**config.mk**
```make
export PLATFORM = sky130hd
export DESIGN_NAME = uart_rx_status
export DESIGN_NICKNAME = d
export VERILOG_FILES = /design/src/rtl/uart_rxs_pkg.sv /design/src/rtl/uart_rxs_rst_sync.sv /design/src/rtl/uart_rxs_store.sv /design/src/rtl/uart_rxs_sticky.sv /design/src/rtl/uart_rx_status.sv
export SDC_FILE = /design/constraint.sdc
export NUM_CORES = 1
export LEC_CHECK = 0
export ABC_CLOCK_PERIOD_IN_PS = 2600
export BUFFER_PORTS_ARGS = -buffer_cell sky130_fd_sc_hd__buf_2
export CELL_PAD_IN_SITES_DETAIL_PLACEMENT = 0
export CELL_PAD_IN_SITES_GLOBAL_PLACEMENT = 1
export CORE_ASPECT_RATIO = 1.75
export CORE_UTILIZATION = 48
export DETAILED_ROUTE_END_ITERATION = 6
export PLACE_DENSITY = 0.86
export SLEW_MARGIN = 20
export SYNTH_ARGS = -nofsm -noshare
export SYNTH_HDL_FRONTEND = slang
export SYNTH_SLANG_ARGS = --single-unit
```
**constraint.sdc**
```tcl
create_clock -name clk -period 2.6 [get_ports clk]
set_clock_uncertainty 0.15 [all_clocks]
set_input_delay 0.52 -clock clk [delete_from_list [all_inputs] [get_ports clk]]
set_output_delay 0.52 -clock clk [all_outputs]
set_load 0.02 [all_outputs]
```
**src/rtl/uart_rxs_pkg.sv**
```systemverilog
package uart_rxs_pkg;

  localparam int DATA_W = 8;

  typedef struct packed {
    logic bi;
    logic fe;
    logic pe;
  } rx_tags_t;

  typedef struct packed {
    rx_tags_t          tags;
    logic [DATA_W-1:0] data;
  } rx_entry_t;

  localparam logic [2:0] ADDR_RXDATA = 3'd0;
  localparam logic [2:0] ADDR_STATUS = 3'd5;

  // held error bits, index order inside the sticky vector
  localparam int ERR_OVR = 0;
  localparam int ERR_PAR = 1;
  localparam int ERR_FRM = 2;
  localparam int ERR_BRK = 3;
  localparam int NUM_ERR = 4;

endpackage

```
**src/rtl/uart_rxs_rst_sync.sv**
```systemverilog
module uart_rxs_rst_sync (
  input  logic clk,
  input  logic rst_n,
  output logic rst_sync_n
);

  logic [1:0] sync_q;
  logic [1:0] sync_n;

  assign sync_n = {sync_q[0], 1'b1};

  always_ff @(posedge clk or negedge rst_n) begin
    if (!rst_n) sync_q <= 2'b00;
    else        sync_q <= sync_n;
  end

  assign rst_sync_n = sync_q[1];

endmodule

```
**src/rtl/uart_rxs_store.sv**
```systemverilog
module uart_rxs_store
  import uart_rxs_pkg::*;
#(
  parameter int DEPTH = 16
) (
  input  logic      clk,
  input  logic      rst_n,
  input  logic      flush_i,
  input  logic      cap_one_i,
  input  logic      push_i,
  input  logic      pop_i,
  input  rx_entry_t wr_entry_i,
  output rx_entry_t head_o,
  output logic      empty_o,
  output logic      full_o,
  output logic      err_any_o
);

  localparam int AW = (DEPTH > 1) ? $clog2(DEPTH) : 1;
  localparam int CW = $clog2(DEPTH + 1);
  localparam logic [AW-1:0] LAST_IDX = AW'(DEPTH - 1);
  localparam logic [CW-1:0] FULL_CNT = CW'(DEPTH);

  rx_entry_t mem [DEPTH];

  logic [AW-1:0] wp_q, wp_n, rp_q, rp_n;
  logic [CW-1:0] cnt_q, cnt_n, err_q, err_n;
  logic          push_err, pop_err;

  assign head_o    = mem[rp_q];
  assign empty_o   = (cnt_q == '0);
  assign full_o    = cap_one_i ? !empty_o : (cnt_q == FULL_CNT);
  assign err_any_o = (err_q != '0);

  assign push_err = push_i && (wr_entry_i.tags != '0);
  assign pop_err  = pop_i  && (head_o.tags != '0);

  always_comb begin
    wp_n  = wp_q;
    rp_n  = rp_q;
    cnt_n = cnt_q;
    err_n = err_q;
    if (flush_i) begin
      wp_n  = '0;
      rp_n  = '0;
      cnt_n = '0;
      err_n = '0;
    end else begin
      if (push_i) wp_n = (wp_q == LAST_IDX) ? '0 : wp_q + 1'b1;
      if (pop_i)  rp_n = (rp_q == LAST_IDX) ? '0 : rp_q + 1'b1;
      cnt_n = cnt_q + CW'(push_i) - CW'(pop_i);
      err_n = err_q + CW'(push_err) - CW'(pop_err);
    end
  end

  always_ff @(posedge clk or negedge rst_n) begin
    if (!rst_n) begin
      wp_q  <= '0;
      rp_q  <= '0;
      cnt_q <= '0;
      err_q <= '0;
    end else begin
      wp_q  <= wp_n;
      rp_q  <= rp_n;
      cnt_q <= cnt_n;
      err_q <= err_n;
    end
  end

  // storage array: written under its own enable, not reset
  always_ff @(posedge clk) begin
    if (push_i) mem[wp_q] <= wr_entry_i;
  end

endmodule

```
**src/rtl/uart_rxs_sticky.sv**
```systemverilog
module uart_rxs_sticky (
  input  logic clk,
  input  logic rst_n,
  input  logic live_i,
  input  logic set_i,
  input  logic clr_i,
  output logic flag_o
);

  logic hold_q, hold_n;

  // a read clears what was shown; an event in the same cycle survives it
  always_comb begin
    if (clr_i) hold_n = set_i;
    else       hold_n = hold_q | live_i | set_i;
  end

  always_ff @(posedge clk or negedge rst_n) begin
    if (!rst_n) hold_q <= 1'b0;
    else        hold_q <= hold_n;
  end

  assign flag_o = hold_q | live_i;

endmodule

```
**src/rtl/uart_rx_status.sv**
```systemverilog
module uart_rx_status
  import uart_rxs_pkg::*;
#(
  parameter int DEPTH = 16
) (
  input  logic              clk,
  input  logic              rst_n,
  input  logic              fifo_mode_i,
  input  logic              rx_valid_i,
  input  logic [DATA_W-1:0] rx_data_i,
  input  logic              rx_pe_i,
  input  logic              rx_fe_i,
  input  logic              rx_bi_i,
  input  logic              host_rd_i,
  input  logic [2:0]        host_addr_i,
  output logic [7:0]        host_rdata_o,
  input  logic              tx_hold_empty_i,
  input  logic              tx_idle_i,
  input  logic              lsi_en_i,
  output logic [7:0]        lsr_o,
  output logic              lsi_irq_o
);

  logic rst_sync_n;

  uart_rxs_rst_sync u_rst (
    .clk        (clk),
    .rst_n      (rst_n),
    .rst_sync_n (rst_sync_n)
  );

  // mode register: any change flushes storage
  logic mode_q, mode_n, mode_flip;

  assign mode_n    = fifo_mode_i;
  assign mode_flip = mode_q ^ fifo_mode_i;

  always_ff @(posedge clk or negedge rst_sync_n) begin
    if (!rst_sync_n) mode_q <= 1'b0;
    else             mode_q <= mode_n;
  end

  logic data_rd, status_rd;
  assign data_rd   = host_rd_i && (host_addr_i == ADDR_RXDATA);
  assign status_rd = host_rd_i && (host_addr_i == ADDR_STATUS);

  rx_entry_t head, wr_entry;
  logic      store_empty, store_full, store_err_any;
  logic      pop, push, overrun;

  assign pop     = data_rd && !store_empty && !mode_flip;
  assign push    = rx_valid_i && !mode_flip && (!store_full || pop);
  assign overrun = rx_valid_i && !mode_flip && store_full && !pop;

  always_comb begin
    wr_entry.data    = rx_data_i;
    wr_entry.tags.pe = rx_pe_i;
    wr_entry.tags.fe = rx_fe_i;
    wr_entry.tags.bi = rx_bi_i;
  end

  uart_rxs_store #(.DEPTH(DEPTH)) u_store (
    .clk        (clk),
    .rst_n      (rst_sync_n),
    .flush_i    (mode_flip),
    .cap_one_i  (!mode_q),
    .push_i     (push),
    .pop_i      (pop),
    .wr_entry_i (wr_entry),
    .head_o     (head),
    .empty_o    (store_empty),
    .full_o     (store_full),
    .err_any_o  (store_err_any)
  );

  // tags are live only while their character is at the head
  logic [NUM_ERR-1:0] err_live, err_set, err_flag;

  always_comb begin
    err_live          = '0;
    err_set           = '0;
    err_live[ERR_PAR] = !store_empty && head.tags.pe;
    err_live[ERR_FRM] = !store_empty && head.tags.fe;
    err_live[ERR_BRK] = !store_empty && head.tags.bi;
    err_set[ERR_OVR]  = overrun;
  end

  genvar g;
  generate
    for (g = 0; g < NUM_ERR; g++) begin : g_err
      uart_rxs_sticky u_hold (
        .clk    (clk),
        .rst_n  (rst_sync_n),
        .live_i (err_live[g]),
        .set_i  (err_set[g]),
        .clr_i  (status_rd),
        .flag_o (err_flag[g])
      );
    end
  endgenerate

  always_comb begin
    lsr_o    = '0;
    lsr_o[0] = !store_empty;
    lsr_o[1] = err_flag[ERR_OVR];
    lsr_o[2] = err_flag[ERR_PAR];
    lsr_o[3] = err_flag[ERR_FRM];
    lsr_o[4] = err_flag[ERR_BRK];
    lsr_o[5] = tx_hold_empty_i;
    lsr_o[6] = tx_idle_i;
    lsr_o[7] = mode_q && store_err_any;
  end

  assign lsi_irq_o = lsi_en_i && (err_flag != '0);

  always_comb begin
    case (host_addr_i)
      ADDR_RXDATA: host_rdata_o = store_empty ? '0 : head.data;
      ADDR_STATUS: host_rdata_o = lsr_o;
      default:     host_rdata_o = '0;
    endcase
  end

endmodule

```
==> results of run 1 <==
-- timing repair --
action	4_1_cts	5_1_grt
gates resized for setup	112	43
setup endpoints to repair	197	200
pin swaps	28	35
hold buffers	1	0
hold endpoints to repair	2	0
gates cloned	12	1
buffers inserted	32	7
-- worst max-delay path, stage by stage, from the launching register on --
cell	delay, ns
sky130_fd_sc_hd__dfrtp_2	0.45
sky130_fd_sc_hd__clkbuf_16	0.18
sky130_fd_sc_hd__mux4_2	0.51
sky130_fd_sc_hd__mux2_4	0.32
sky130_fd_sc_hd__mux2_4	0.31
sky130_fd_sc_hd__a21oi_4	0.21
sky130_fd_sc_hd__a41oi_2	0.14
sky130_fd_sc_hd__buf_4	0.18
-- Yosys cell counts, types with 7 or more instances --
master,instances
sky130_fd_sc_hd__dfrtp_1,25
sky130_fd_sc_hd__and3_1,8
sky130_fd_sc_hd__a21oi_1,16
sky130_fd_sc_hd__nand2_1,17
sky130_fd_sc_hd__mux2i_1,8
sky130_fd_sc_hd__clkbuf_1,7
sky130_fd_sc_hd__nor2_1,21
sky130_fd_sc_hd__buf_2,7
sky130_fd_sc_hd__mux4_2,48
sky130_fd_sc_hd__inv_1,26
sky130_fd_sc_hd__ha_1,17
sky130_fd_sc_hd__edfxtp_1,176
sky130_fd_sc_hd__buf_4,8
-- flip-flops by register name (all words and copies together), names as in the netlist --
register / cells
u_store.rp_q: 4
mode_q: 1
u_rst.sync_q: 2
u_store.wp_q: 4
u_store.cnt_q: 5
u_store.mem: 176
g_err.u_hold.hold_q: 4
u_store.err_q: 5
-- final cells by class --
class | instances | share of cell area
Clock buffer | 21 | 0.0431
Clock inverter | 10 | 0.00446
Inverter | 26 | 0.00893
Multi-Input combinational cell | 215 | 0.241
Sequential cell | 201 | 0.528
Tap cell | 227 | 0.0253
Timing Repair Buffer | 148 | 0.150
-- worst paths after layout --
path,cells after the start,to,startpoint
max,7,lsi_irq_o,u_store.rp_q[1]$_DFFE_PN0P_
min,1,mode_q$_DFF_PN0_,fifo_mode_i
max reg2reg,17,u_store.err_q[4]$_DFF_PN0_,u_store.rp_q[1]$_DFFE_PN0P_
min reg2reg,0,g_err[1].u_hold.hold_q$_DFF_PN0_,u_rst.sync_q[1]$_DFF_PN0_
max in group asynchronous,0,u_store.rp_q[2]$_DFFE_PN0P_,u_rst.sync_q[1]$_DFF_PN0_
min in group asynchronous,0,g_err[1].u_hold.hold_q$_DFF_PN0_,u_rst.sync_q[1]$_DFF_PN0_
-- through the flow --
step	total power, mW	std cells	instance area [sq um]	hold slack (ns)	TNS (ns)
finish	8.06	848	11200	0.0482	-43.49
global route	8.34	848	11200	0.0379	-53.94
global placement	5.07	775	9580	0.157	-41.52
CTS	7.91	845	11000	0.0421	-38.21
floorplan	4.59	466	8500	0.0744	-1.47
detailed placement	5.11	775	9580	0.157	-45.30
-- power by group through the flow --
stage,Sequential (mW),Combinational (mW),Clock [mW]
6_report,3.75,1.84,2.48
5_1_grt,3.75,1.97,2.61
4_1_cts,3.74,1.70,2.46
3_5_place_dp,3.80,1.32,0
3_3_place_gp,3.79,1.28,0
2_1_floorplan,3.77,0.820,0
-- layer usage --
| metal | up-vias | routed length (microns) | global-route usage |
|---|---|---|---|
| met2 | 284 | 12500 | 0.474 |
| li1 | 2118 | - | - |
| met1 | 2514 | 7170 | 0.263 |
| met3 | 115 | 1400 | 0.0520 |
| met5 | - | 0 | 0 |
| met4 | 0 | 2010 | 0.197 |
-- logic make-up (layout without fill, tap and decap cells) --
| logic type | after synthesis | count (layout) |
|---|---|---|
| other | 1 | 1 |
| buffers and inverters | 52 | 205 |
| AOI/OAI and AO/OA | 44 | 44 |
| muxes | 61 | 61 |
| and+or+nand+nor | 77 | 79 |
| xor gates and xnor gates | 11 | 11 |
| DFF | 201 | 201 |
| adders and majority gates | 19 | 19 |
==> impl_summary.log, run 1 <==
[metrics] fin crit share: 1.33
[metrics] number of port buffers: 38
[metrics] core box area: 17100 sq um
[metrics] clock network fraction of design power: 0.307
[metrics] highest-count cells in the layout ignoring fill and taps: sky130_fd_sc_hd__edfxtp_1, sky130_fd_sc_hd__mux4_2, sky130_fd_sc_hd__buf_4, sky130_fd_sc_hd__buf_6, sky130_fd_sc_hd__buf_2
[metrics] post-synthesis cell count: 466
[metrics] cts bufs inserted: 18
[metrics] depth of the CTS H-tree: 1
[metrics] internal power consumption: 5.89 mW
[metrics] number of synthesized flops with an enable pin: 176
[metrics] CTS Sinks: 201
[metrics] Worst EP arrival: 2.78 ns
[metrics] most common cell after layout, fill and taps aside: sky130_fd_sc_hd__edfxtp_1
[metrics] # Max-Cap Violations: 0
[metrics] share of cell area taken by muxes after synthesis: 0.144
[metrics] starting utilization of the core area: 0.494
[metrics] Hold Crit Class: input port to register
[metrics] wire length of the first global-routing pass: 32700 microns
[metrics] setup repair after global routing missed its margin: true
[metrics] Synth async-reset ratio: 0.124
[metrics] estimated wirelength of the detail-placed design: 12300 microns
[metrics] count of distinct cell types in the synthesized netlist: 47
[metrics] number of hold-slack violations in the final timing report: 0
[metrics] worst setup slack after layout: -0.849 ns
[metrics] Logic pwr share: 0.228
[metrics] measured slew at the worst slew-check pin: 0.680 ns
[metrics] type of destination of the critical path: output pin
[metrics] total number of nets in the final design: 651
[metrics] Compound-Gate Fraction of Synth Area: 0.0351
[metrics] filler instances: 1068
[metrics] run status: finished, violations left
[metrics] nature of the critical path startpoint: register
[metrics] number of DRC markers in iteration 0: 323
[metrics] Crit path required time: 1.93 ns
[metrics] die width: 102 microns
[metrics] power density over the cells: 719 nW/um^2
[metrics] proportion of layout cells with a drive suffix above 1: 0.480
[metrics] Root Driver: sky130_fd_sc_hd__clkbuf_16
[metrics] final slew viol count: 0
[metrics] syn nets: 507
[metrics] Worst Path Class, Setup: register to output pin
[metrics] worst relative slew slack: 0.546
[metrics] row count: 63
[metrics] adder-cell share of the synthesized area: 0.0299
[metrics] routability congestion estimate: 0.790
[metrics] area occupied by multi-input gates: 2700 sq um
[metrics] Vias/cell: 5.93
[metrics] switching power of the nets: 2.17 mW
[metrics] Leak: 3.94 nW
[metrics] most used flip-flop cell after synthesis: sky130_fd_sc_hd__edfxtp_1
[metrics] failing checks: setup timing
[metrics] post-synthesis instance area: 8450 sq um
[metrics] Synth warnings: 0
[metrics] total global-route track usage: 0.265
[metrics] routed wire length: 23100 microns
[metrics] leading area contributor after synthesis: sky130_fd_sc_hd__edfxtp_1
[metrics] number of register bits inferred by synthesis: 201
[metrics] antenna viol nets, final: 0
[metrics] highest clock rate: 290 MHz
[metrics] Routed wire per std cell: 27.2 microns
[metrics] post-detailed-route DRC marker count: 0
[metrics] number of endpoints failing setup at the final stage: 197
[metrics] fraction of the yosys area taken by sequential cells: 0.700
[metrics] setup slack on the worst flop-to-flop path: -0.75 ns
[metrics] simple-gate share of the synthesized area: 0.0489
[metrics] clock-pin transition on the worst setup and hold timing paths: 0.07 ns
[metrics] overall die area: 18200 sq um
[metrics] peak supply drop: 0.470 mV
[metrics] antenna violations before repair: 0
[metrics] synthesized area per cell: 18.1 sq um
[metrics] register area: 5920 sq um
[metrics] sequential group share of total power: 0.465
[metrics] largest family of logic cells by synthesized area: multiplexers
[metrics] final core utilization: 0.655
[metrics] sum of overflow across all layers after global routing: 0
[metrics] clock tree from TritonCTS: built
[metrics] number of I/O pins: 39
[metrics] Max Buffers Root-to-Sink: 3
[metrics] total vias in the final route: 5031
[metrics] synth top area cells: sky130_fd_sc_hd__edfxtp_1, sky130_fd_sc_hd__mux4_2, sky130_fd_sc_hd__dfrtp_1, sky130_fd_sc_hd__ha_1, sky130_fd_sc_hd__inv_1
[metrics] minimum setup slack after placement: -0.639 ns
[metrics] maximum number of pins on one net before global-route repair: 24
[metrics] number of antenna repair diodes: 0
[metrics] Die Ht: 178 microns
[metrics] largest fanout of any net on the critical path: 5
[metrics] top cell type's share of synthesized area: 0.626
[metrics] XOR/XNOR Fraction of Synth Area: 0.0114
[metrics] first-pass iteration count of the detailed router: 4
[metrics] later-pin clock latency in the skew report: 0.49 ns
[metrics] Area Overhead vs Synth: 32.7%
[metrics] number of global-route vias before repair: 5322
[metrics] Net Sw Frac: 0.269
[metrics] Tmin final: 3.45 ns
Note: power is estimated with default switching activity, not from simulation.
==> run 2, diff against run 1 <==
Settings changed: ABC_AREA set to 1, CORE_UTILIZATION 48 to 45.
==> run 2 against run 1 <==
- the run still ends with setup timing left
- register-to-register slack improved by 0.21 ns
- design area down 0.15%
- flip-flop and latch count unchanged
- core utilization fell by 7.0 points
- largest cell class unchanged
- sequential power is essentially flat
- final cell count is 38% higher
==> impl_summary.log, run 2 <==
[metrics] filler instances: 1534 (+44%)
[metrics] total global-route track usage: 0.225 (-0.0396)
[metrics] Area Overhead vs Synth: 27.9%
[metrics] Total Power Consumption: 9.39 mW (+16%)
[metrics] Vias/cell: 5.48 (-7.6%)
[metrics] register bank with the most flops: u_store.mem
[metrics] estimated wirelength of the detail-placed design: 15200 microns (+24%)
[metrics] cell with the most instances after synthesis: sky130_fd_sc_hd__edfxtp_1
[metrics] top cell type's share of synthesized area: 0.604 (-0.0220)
[metrics] total vias in the final route: 6432 (+28%)
[metrics] most common cell after layout, fill and taps aside: sky130_fd_sc_hd__edfxtp_1
[metrics] clock-pin transition on the worst setup and hold timing paths: 0.07 ns (about the same)
[metrics] later-pin clock latency in the skew report: 0.47 ns (-0.02 ns)
[metrics] Max Buffers Root-to-Sink: 3 (unchanged)
[metrics] worst setup slack after layout: -0.595 ns (+0.254 ns)
[metrics] row count: 67 (+6.3%)
[metrics] Synth warnings: 0 (unchanged)
[metrics] antenna viol nets, final: 0 (unchanged)
[metrics] number of I/O pins: 39 (unchanged)
[metrics] switching power of the nets: 2.98 mW (+37%)
[metrics] final-layout worst hold slack: 0.0823 ns (+0.0342 ns)
[metrics] number of endpoints failing setup at the final stage: 17 (-91%)
[metrics] final sum of negative setup slack: -6.97 ns (+36.51 ns)
[metrics] number of hold-slack violations in the final timing report: 0 (unchanged)
[metrics] sequential group share of total power: 0.400 (-0.065)
[metrics] setup repair after global routing missed its margin: true
[metrics] die width: 107 microns (+5.0%)
[metrics] Crit path required time: 1.93 ns (about the same)
[metrics] clock tree from TritonCTS: built
[metrics] overall die area: 20000 sq um (+10%)
[metrics] Worst Path Class, Setup: register to output pin
[metrics] routability congestion estimate: 0.834 (+5.5%)
[metrics] fin crit share: 1.23 (-0.0977)
[metrics] clock network fraction of design power: 0.260 (-0.047)
[metrics] antenna violations before repair: 0 (unchanged)
[metrics] routed wire length: 23500 microns (+1.7%)
[metrics] first-pass iteration count of the detailed router: 7 (+3)
[metrics] synthesized area per cell: 11.3 sq um (-38%)
[metrics] power density over the cells: 839 nW/um^2 (+17%)
[metrics] number of global-route vias before repair: 6437 (+21%)
[metrics] number of flip-flops in the largest register: 176 (unchanged)
[metrics] run status: finished, violations left
[metrics] synth top area cells: sky130_fd_sc_hd__edfxtp_1, sky130_fd_sc_hd__dfrtp_1, sky130_fd_sc_hd__nand2_1, sky130_fd_sc_hd__nor2_1, sky130_fd_sc_hd__o21ai_0
[metrics] Worst EP arrival: 2.53 ns (-0.25 ns)
[metrics] number of antenna repair diodes: 0 (unchanged)
[metrics] minimum setup slack after placement: -0.485 ns (+0.154 ns)
[metrics] type of destination of the critical path: output pin
[metrics] failing checks: setup timing
[metrics] Root Driver: sky130_fd_sc_hd__clkbuf_16
[metrics] number of port buffers: 38 (unchanged)
[metrics] Net Sw Frac: 0.318 (+0.0485)
[metrics] peak supply drop: 0.672 mV (+43%)
[metrics] leading area contributor after synthesis: sky130_fd_sc_hd__edfxtp_1
[metrics] worst relative slew slack: 0.660 (+0.114)
[metrics] internal power consumption: 6.41 mW (+8.7%)
[metrics] number of DRC markers in iteration 0: 517 (+60%)
[metrics] post-synthesis instance area: 8760 sq um (+3.6%)
[metrics] Hold Crit Class: register to async pin
[metrics] proportion of layout cells with a drive suffix above 1: 0.306 (-0.174)
[metrics] dpl cells: 1115 (+44%)
[metrics] # Max-Cap Violations: 0 (unchanged)
[metrics] highest clock rate: 313 MHz (+7.9%)
[metrics] CTS Sinks: 201 (unchanged)
[metrics] Tmin final: 3.20 ns (-0.254 ns)
[metrics] cts bufs inserted: 17 (-1)
[metrics] wire length of the first global-routing pass: 33500 microns (+2.5%)
[metrics] Synth async-reset ratio: 0.124 (unchanged)
[metrics] largest fanout of any net on the critical path: 11 (+6)
[metrics] number of register bits inferred by synthesis: 201 (unchanged)
[metrics] core box area: 19100 sq um (+12%)
[metrics] total number of nets in the final design: 963 (+48%)
[metrics] non-filler instance count after layout: 1173 (+38%)
[metrics] post-synthesis cell count: 778 (+67%)
[metrics] Leak: 4.46 nW (+13%)
[metrics] count of distinct cell types in the synthesized netlist: 35 (-26%)
[metrics] maximum number of pins on one net before global-route repair: 39 (+63%)
[metrics] largest registers: u_store.mem: 176 flops, u_store.cnt_q: 5 flops, u_store.err_q: 5 flops
[metrics] cell types with the highest counts after synthesis: sky130_fd_sc_hd__edfxtp_1, sky130_fd_sc_hd__nand2_1, sky130_fd_sc_hd__nor2_1
[metrics] Logic pwr share: 0.340 (+0.112)
[metrics] fraction of the yosys area taken by sequential cells: 0.675 (-0.0246)
[metrics] Die Ht: 187 microns (+5.1%)
[metrics] starting utilization of the core area: 0.458 (-0.0358)
[metrics] nature of the critical path startpoint: register
[metrics] syn nets: 819 (+62%)
[metrics] number of synthesized flops with an enable pin: 176 (unchanged)
[metrics] final slew viol count: 0 (unchanged)
[metrics] Routed wire per std cell: 20.0 microns (-26%)
[metrics] depth of the CTS H-tree: 1 (unchanged)
[metrics] most used flip-flop cell after synthesis: sky130_fd_sc_hd__edfxtp_1
[metrics] post-detailed-route DRC marker count: 0 (unchanged)
[metrics] measured slew at the worst slew-check pin: 0.507 ns (-0.173 ns)
[metrics] highest-count cells in the layout ignoring fill and taps: sky130_fd_sc_hd__edfxtp_1, sky130_fd_sc_hd__nand2_1, sky130_fd_sc_hd__buf_4, sky130_fd_sc_hd__nor2_1, sky130_fd_sc_hd__inv_1
[metrics] sum of overflow across all layers after global routing: 0 (unchanged)
## run 2: changes by cell type in the layout (fill, tap and decap cells not counted), sizes merged, moves of 8 or more
| cell | delta |
|---|---|
| nand2 | +123 |
| nor2 | +86 |
| o21ai | +75 |
| inv | +55 |
| mux4 | -48 |
| nand3 | +40 |
| o22ai | +18 |
| buf | +14 |
| o221ai | +11 |
| and3 | -10 |
| a21oi | -8 |
| mux2i | -8 |
## run 2: cell type report
type / instances / area (sq um) / area share
Clock inverter: 6 / 51.3 / 0.00458
Timing Repair Buffer: 162 / 1420 / 0.127
Timing Repair inverter: 2 / 32.5 / 0.00291
Multi-Input combinational cell: 454 / 2670 / 0.239
Sequential cell: 201 / 5910 / 0.528
Tap cell: 241 / 302 / 0.0269
Inverter: 84 / 333 / 0.0297
Clock buffer: 23 / 468 / 0.0418
## run 2: power by group through the flow
stage | Sequential (mW) | Combinational, mW | Clock [mW]
final | 3.76 | 3.20 | 2.44
after CTS | 3.76 | 2.48 | 2.45
after detailed placement | 3.82 | 2.22 | 0
after global placement | 3.82 | 2.17 | 0
after floorplan | 3.80 | 1.50 | 0
after global routing | 3.76 | 3.44 | 2.55
## run 2: final timing paths
kind / cells past startpoint / to / startpoint / slack, ns
worst max-delay path: 11 / host_rdata_o[0] / u_store.rp_q[0]$_DFFE_PN0P_ / -0.60
worst min-delay path: 1 / g_err[3].u_hold.hold_q$_DFF_PN0_ / u_rst.sync_q[1]$_DFF_PN0_ / 0.08
worst max register to register: 21 / u_store.err_q[4]$_DFF_PN0_ / u_store.rp_q[0]$_DFFE_PN0P_ / -0.54
worst min register to register: 1 / g_err[3].u_hold.hold_q$_DFF_PN0_ / u_rst.sync_q[1]$_DFF_PN0_ / 0.08
max in group asynchronous: 1 / u_store.rp_q[0]$_DFFE_PN0P_ / u_rst.sync_q[1]$_DFF_PN0_ / 1.93
min in group clk: 1 / mode_q$_DFF_PN0_ / fifo_mode_i / 0.08
## run 2: through the flow
step	utilization	instance area, sq um
5_1_grt	0.586	11200
3_5_place_dp	0.514	9830
4_1_cts	0.555	10600
2_1_floorplan	-	8800
6_report	0.586	11200
3_3_place_gp	0.514	9830
## run 2: critical path, cell delays in order, from the launching register on
cell	delay, ns
sky130_fd_sc_hd__dfrtp_4	0.50
sky130_fd_sc_hd__buf_12	0.16
sky130_fd_sc_hd__buf_8	0.13
sky130_fd_sc_hd__buf_12	0.14
sky130_fd_sc_hd__buf_12	0.13
sky130_fd_sc_hd__o21ai_4	0.14
sky130_fd_sc_hd__o22ai_2	0.08
sky130_fd_sc_hd__o211ai_1	0.31
sky130_fd_sc_hd__nand3_2	0.17
sky130_fd_sc_hd__nand2_1	0.10
sky130_fd_sc_hd__nand2_1	0.06
sky130_fd_sc_hd__buf_6	0.13
## run 2: cells by family after synthesis
family / count (synthesis) / synth area share
simple gates: 297 / 0.142
fa+ha+maj: 19 / 0.0289
xor+xnor: 6 / 0.00815
other cells: 1 / 0.000428
buf+inv: 123 / 0.0603
flops: 201 / 0.675
compound gates: 131 / 0.0856
## run 2: repair_timing
item	in CTS	in global routing
pin swaps	14	43
hold buffers	1	0
gates resized for setup	65	112
cloned	0	5
hold endpoints to repair	2	0
setup endpoints to repair	19	89
buffers inserted	6	20
## run 2: layer usage
metal	GRT usage	vias up	share of wire
li1	-	2945	-
met3	0.0276	71	0.053
met4	0.115	0	0.051
met5	0.00255	-	0
met1	0.239	3142	0.35
met2	0.425	274	0.55
==> run 3, diff against run 2 <==
Settings changed: CAP_MARGIN set to 30, PLACE_DENSITY 0.86 to 0.76.
==> run 3 against run 2 <==
- final cell count up 1.4%
- critical path depth up 4
- design area up 4.1%
- clock power up 20%
- core utilization up 2.4 points
- power up 9.5%
- sequential power about the same
- the run ends with DRC, setup timing left
==> impl_summary.log, run 3 (synthesized netlist as in run 2, its figures left out) <==
[metrics] run status: finished, violations left
[metrics] failing checks: DRC, setup timing
[metrics] Net Sw Frac: 0.318 (about the same)
[metrics] Tmin final: 3.21 ns (+0.0130 ns)
[metrics] Critical-path top delay cell: sky130_fd_sc_hd__dfrtp_2
[metrics] setup repair after global routing missed its margin: true
[metrics] number of DRC markers in iteration 0: 500 (-3.3%)
[metrics] Vias/cell: 5.57 (+1.5%)
[metrics] row count: 67 (unchanged)
[metrics] most common cell after layout, fill and taps aside: sky130_fd_sc_hd__edfxtp_1
[metrics] Area Overhead vs Synth: 33.1%
[metrics] Leak: 4.65 nW (+4.3%)
[metrics] largest fanout of any net on the critical path: 7 (-4)
[metrics] sequential group share of total power: 0.366 (-0.034)
[metrics] Root Driver: sky130_fd_sc_hd__clkbuf_16
[metrics] peak supply drop: 0.695 mV (+3.5%)
[metrics] number of hold-slack violations in the final timing report: 0 (unchanged)
[metrics] type of destination of the critical path: output pin
[metrics] Die Ht: 187 microns (unchanged)
[metrics] routed wire length: 25300 microns (+7.7%)
[metrics] nature of the critical path startpoint: register
[metrics] number of antenna repair diodes: 0 (unchanged)
[metrics] proportion of layout cells with a drive suffix above 1: 0.348 (+0.0419)
[metrics] sum of overflow across all layers after global routing: 0 (unchanged)
[metrics] worst setup slack after layout: -0.608 ns (-0.0130 ns)
[metrics] total global-route track usage: 0.250 (+0.0254)
[metrics] switching power of the nets: 3.26 mW (+9.4%)
[metrics] Hold Crit Class: input port to register
[metrics] post-detailed-route DRC marker count: 1 (+1)
[metrics] number of port buffers: 38 (unchanged)
[metrics] core box area: 19100 sq um (unchanged)
[metrics] fin crit share: 1.23 (+0.00499)
[metrics] biggest cell delay along the critical path: 0.46 ns (-0.04 ns)
[metrics] Total Power Consumption: 10.3 mW (+9.5%)
[metrics] Max Buffers Root-to-Sink: 3 (unchanged)
[metrics] routability congestion estimate: 0.870 (+4.4%)
[metrics] number of endpoints failing setup at the final stage: 17 (unchanged)
[metrics] power density over the cells: 882 nW/um^2 (+5.2%)
[metrics] highest-count cells in the layout ignoring fill and taps: sky130_fd_sc_hd__edfxtp_1, sky130_fd_sc_hd__buf_4, sky130_fd_sc_hd__nand2_1, sky130_fd_sc_hd__nor2_1, sky130_fd_sc_hd__inv_1
[metrics] clock tree from TritonCTS: built
[metrics] # Max-Cap Violations: 0 (unchanged)
[metrics] antenna violations before repair: 0 (unchanged)
[metrics] register bank with the most flops: u_store.mem
[metrics] Crit path required time: 1.93 ns (about the same)
[metrics] Logic pwr share: 0.350 (+0.010)
[metrics] number of global-route vias before repair: 6734 (+4.6%)
[metrics] Final Instance Area: 11700 sq um (+4.1%)
[metrics] later-pin clock latency in the skew report: 0.49 ns (+0.02 ns)
[metrics] Worst Path Class, Setup: register to output pin
[metrics] overall die area: 20000 sq um (unchanged)
[metrics] total number of nets in the final design: 977 (+1.5%)
[metrics] internal power consumption: 7.02 mW (+9.5%)
[metrics] filler instances: 1531 (-0.20%)
[metrics] cell chain of the critical path: buf_6 > buf_12 > buf_12 > nand2_2 > nand3_2 > nand3_2 > nand3_2 > nand2_4 > buf_4 > buf_6 > nand2_2 > nand2_2 > nor2_1 > a21oi_1 > buf_4
[metrics] antenna viol nets, final: 0 (unchanged)
[metrics] Routed wire per std cell: 21.3 microns (+6.1%)
[metrics] estimated wirelength of the detail-placed design: 16400 microns (+7.4%)
[metrics] starting utilization of the core area: 0.458 (unchanged)
[metrics] wire length of the first global-routing pass: 37000 microns (+10%)
[metrics] depth of the CTS H-tree: 1 (unchanged)
[metrics] CTS Sinks: 201 (unchanged)
[metrics] number of flip-flops in the largest register: 176 (unchanged)
[metrics] total vias in the final route: 6623 (+3.0%)
[metrics] highest clock rate: 312 MHz (-0.40%)
[metrics] final slew viol count: 0 (unchanged)
[metrics] clock-pin transition on the worst setup and hold timing paths: 0.06 ns (about the same)
[metrics] cts bufs inserted: 19 (+2)
[metrics] first-pass iteration count of the detailed router: 7 (unchanged)
[metrics] clock network fraction of design power: 0.284 (+0.024)
[metrics] largest registers: u_store.mem: 176 flops, u_store.cnt_q: 5 flops, u_store.err_q: 5 flops
[metrics] number of I/O pins: 39 (unchanged)
[metrics] post-placement cell area: 9840 sq um (+0.13%)
[metrics] maximum number of pins on one net before global-route repair: 27 (-31%)
[metrics] Worst EP arrival: 2.54 ns (about the same)
[metrics] die width: 107 microns (unchanged)
[run 3: area by class of cell]
class / instances / area [sq um] / area share
Clock inverter: 13 / 165 / 0.0142
Multi-Input combinational cell: 454 / 2850 / 0.244
Inverter: 84 / 338 / 0.0290
Timing Repair inverter: 2 / 27.5 / 0.00236
Tap cell: 241 / 302 / 0.0259
Timing Repair Buffer: 174 / 1580 / 0.136
Sequential cell: 201 / 5910 / 0.507
Clock buffer: 21 / 483 / 0.0415
[run 3: worst paths after layout]
path,start,endpoint,slack (ns),cells after the start
max in group asynchronous,u_rst.sync_q[1]$_DFF_PN0_,u_store.rp_q[0]$_DFFE_PN0P_,1.90,1
min,fifo_mode_i,mode_q$_DFF_PN0_,0.07,1
max reg2reg,u_store.rp_q[0]$_DFFE_PN0P_,u_store.err_q[4]$_DFF_PN0_,-0.54,21
max,u_store.rp_q[0]$_DFFE_PN0P_,lsi_irq_o,-0.61,15
min reg2reg,u_rst.sync_q[1]$_DFF_PN0_,u_store.rp_q[1]$_DFFE_PN0P_,0.10,1
min in group asynchronous,u_rst.sync_q[1]$_DFF_PN0_,u_store.rp_q[1]$_DFFE_PN0P_,0.10,1
[run 3: power groups by stage]
| stage | combinational (mW) | sequential [mW] | clock [mW] |
|---|---|---|---|
| 6_report | 3.59 | 3.76 | 2.92 |
| 5_1_grt | 3.85 | 3.78 | 3.07 |
| 4_1_cts | 2.96 | 3.75 | 2.95 |
| 3_5_place_dp | 2.29 | 3.82 | 0 |
| 3_3_place_gp | 2.22 | 3.81 | 0 |
| 2_1_floorplan | 1.50 | 3.80 | 0 |
[run 3: repair_timing]
action	CTS	global route
pin swaps	38	71
gates resized for setup	102	126
hold buffers	1	0
buffers inserted	17	19
cloned	5	3
hold endpoints to repair	2	0
setup endpoints to repair	20	36
[run 3: stage by stage]
| step | hold WS [ns] | utilization | setup WS (ns) | TNS (ns) | std cells |
|---|---|---|---|---|---|
| 2_1_floorplan | 0.0744 | - | -0.202 | -0.280 | 778 |
| 3_3_place_gp | 0.102 | 0.515 | -0.578 | -6.07 | 1115 |
| 3_5_place_dp | 0.111 | 0.515 | -0.635 | -11.73 | 1115 |
| 4_1_cts | 0.0665 | 0.579 | -0.470 | -5.39 | 1172 |
| 5_1_grt | 0.0656 | 0.610 | -0.678 | -8.11 | 1190 |
| 6_report | 0.0737 | 0.610 | -0.608 | -6.98 | 1190 |
[run 3: per-layer routing]
metal | vias up | track usage | routed length (microns)
met1 | 3300 | 0.288 | 8900
li1 | 2982 | - | -
met3 | 74 | 0.0227 | 1200
met4 | 0 | 0.109 | 1330
met2 | 267 | 0.464 | 13900
met5 | - | 0 | 0
[run 3: critical path, delay by kind of cell, from the launching register on]
| family | cells | cell delay [ns] |
|---|---|---|
| compound gates | 1 | 0.17 |
| simple gates | 8 | 0.61 |
| buf+inv | 6 | 0.79 |
| flops | 1 | 0.46 |
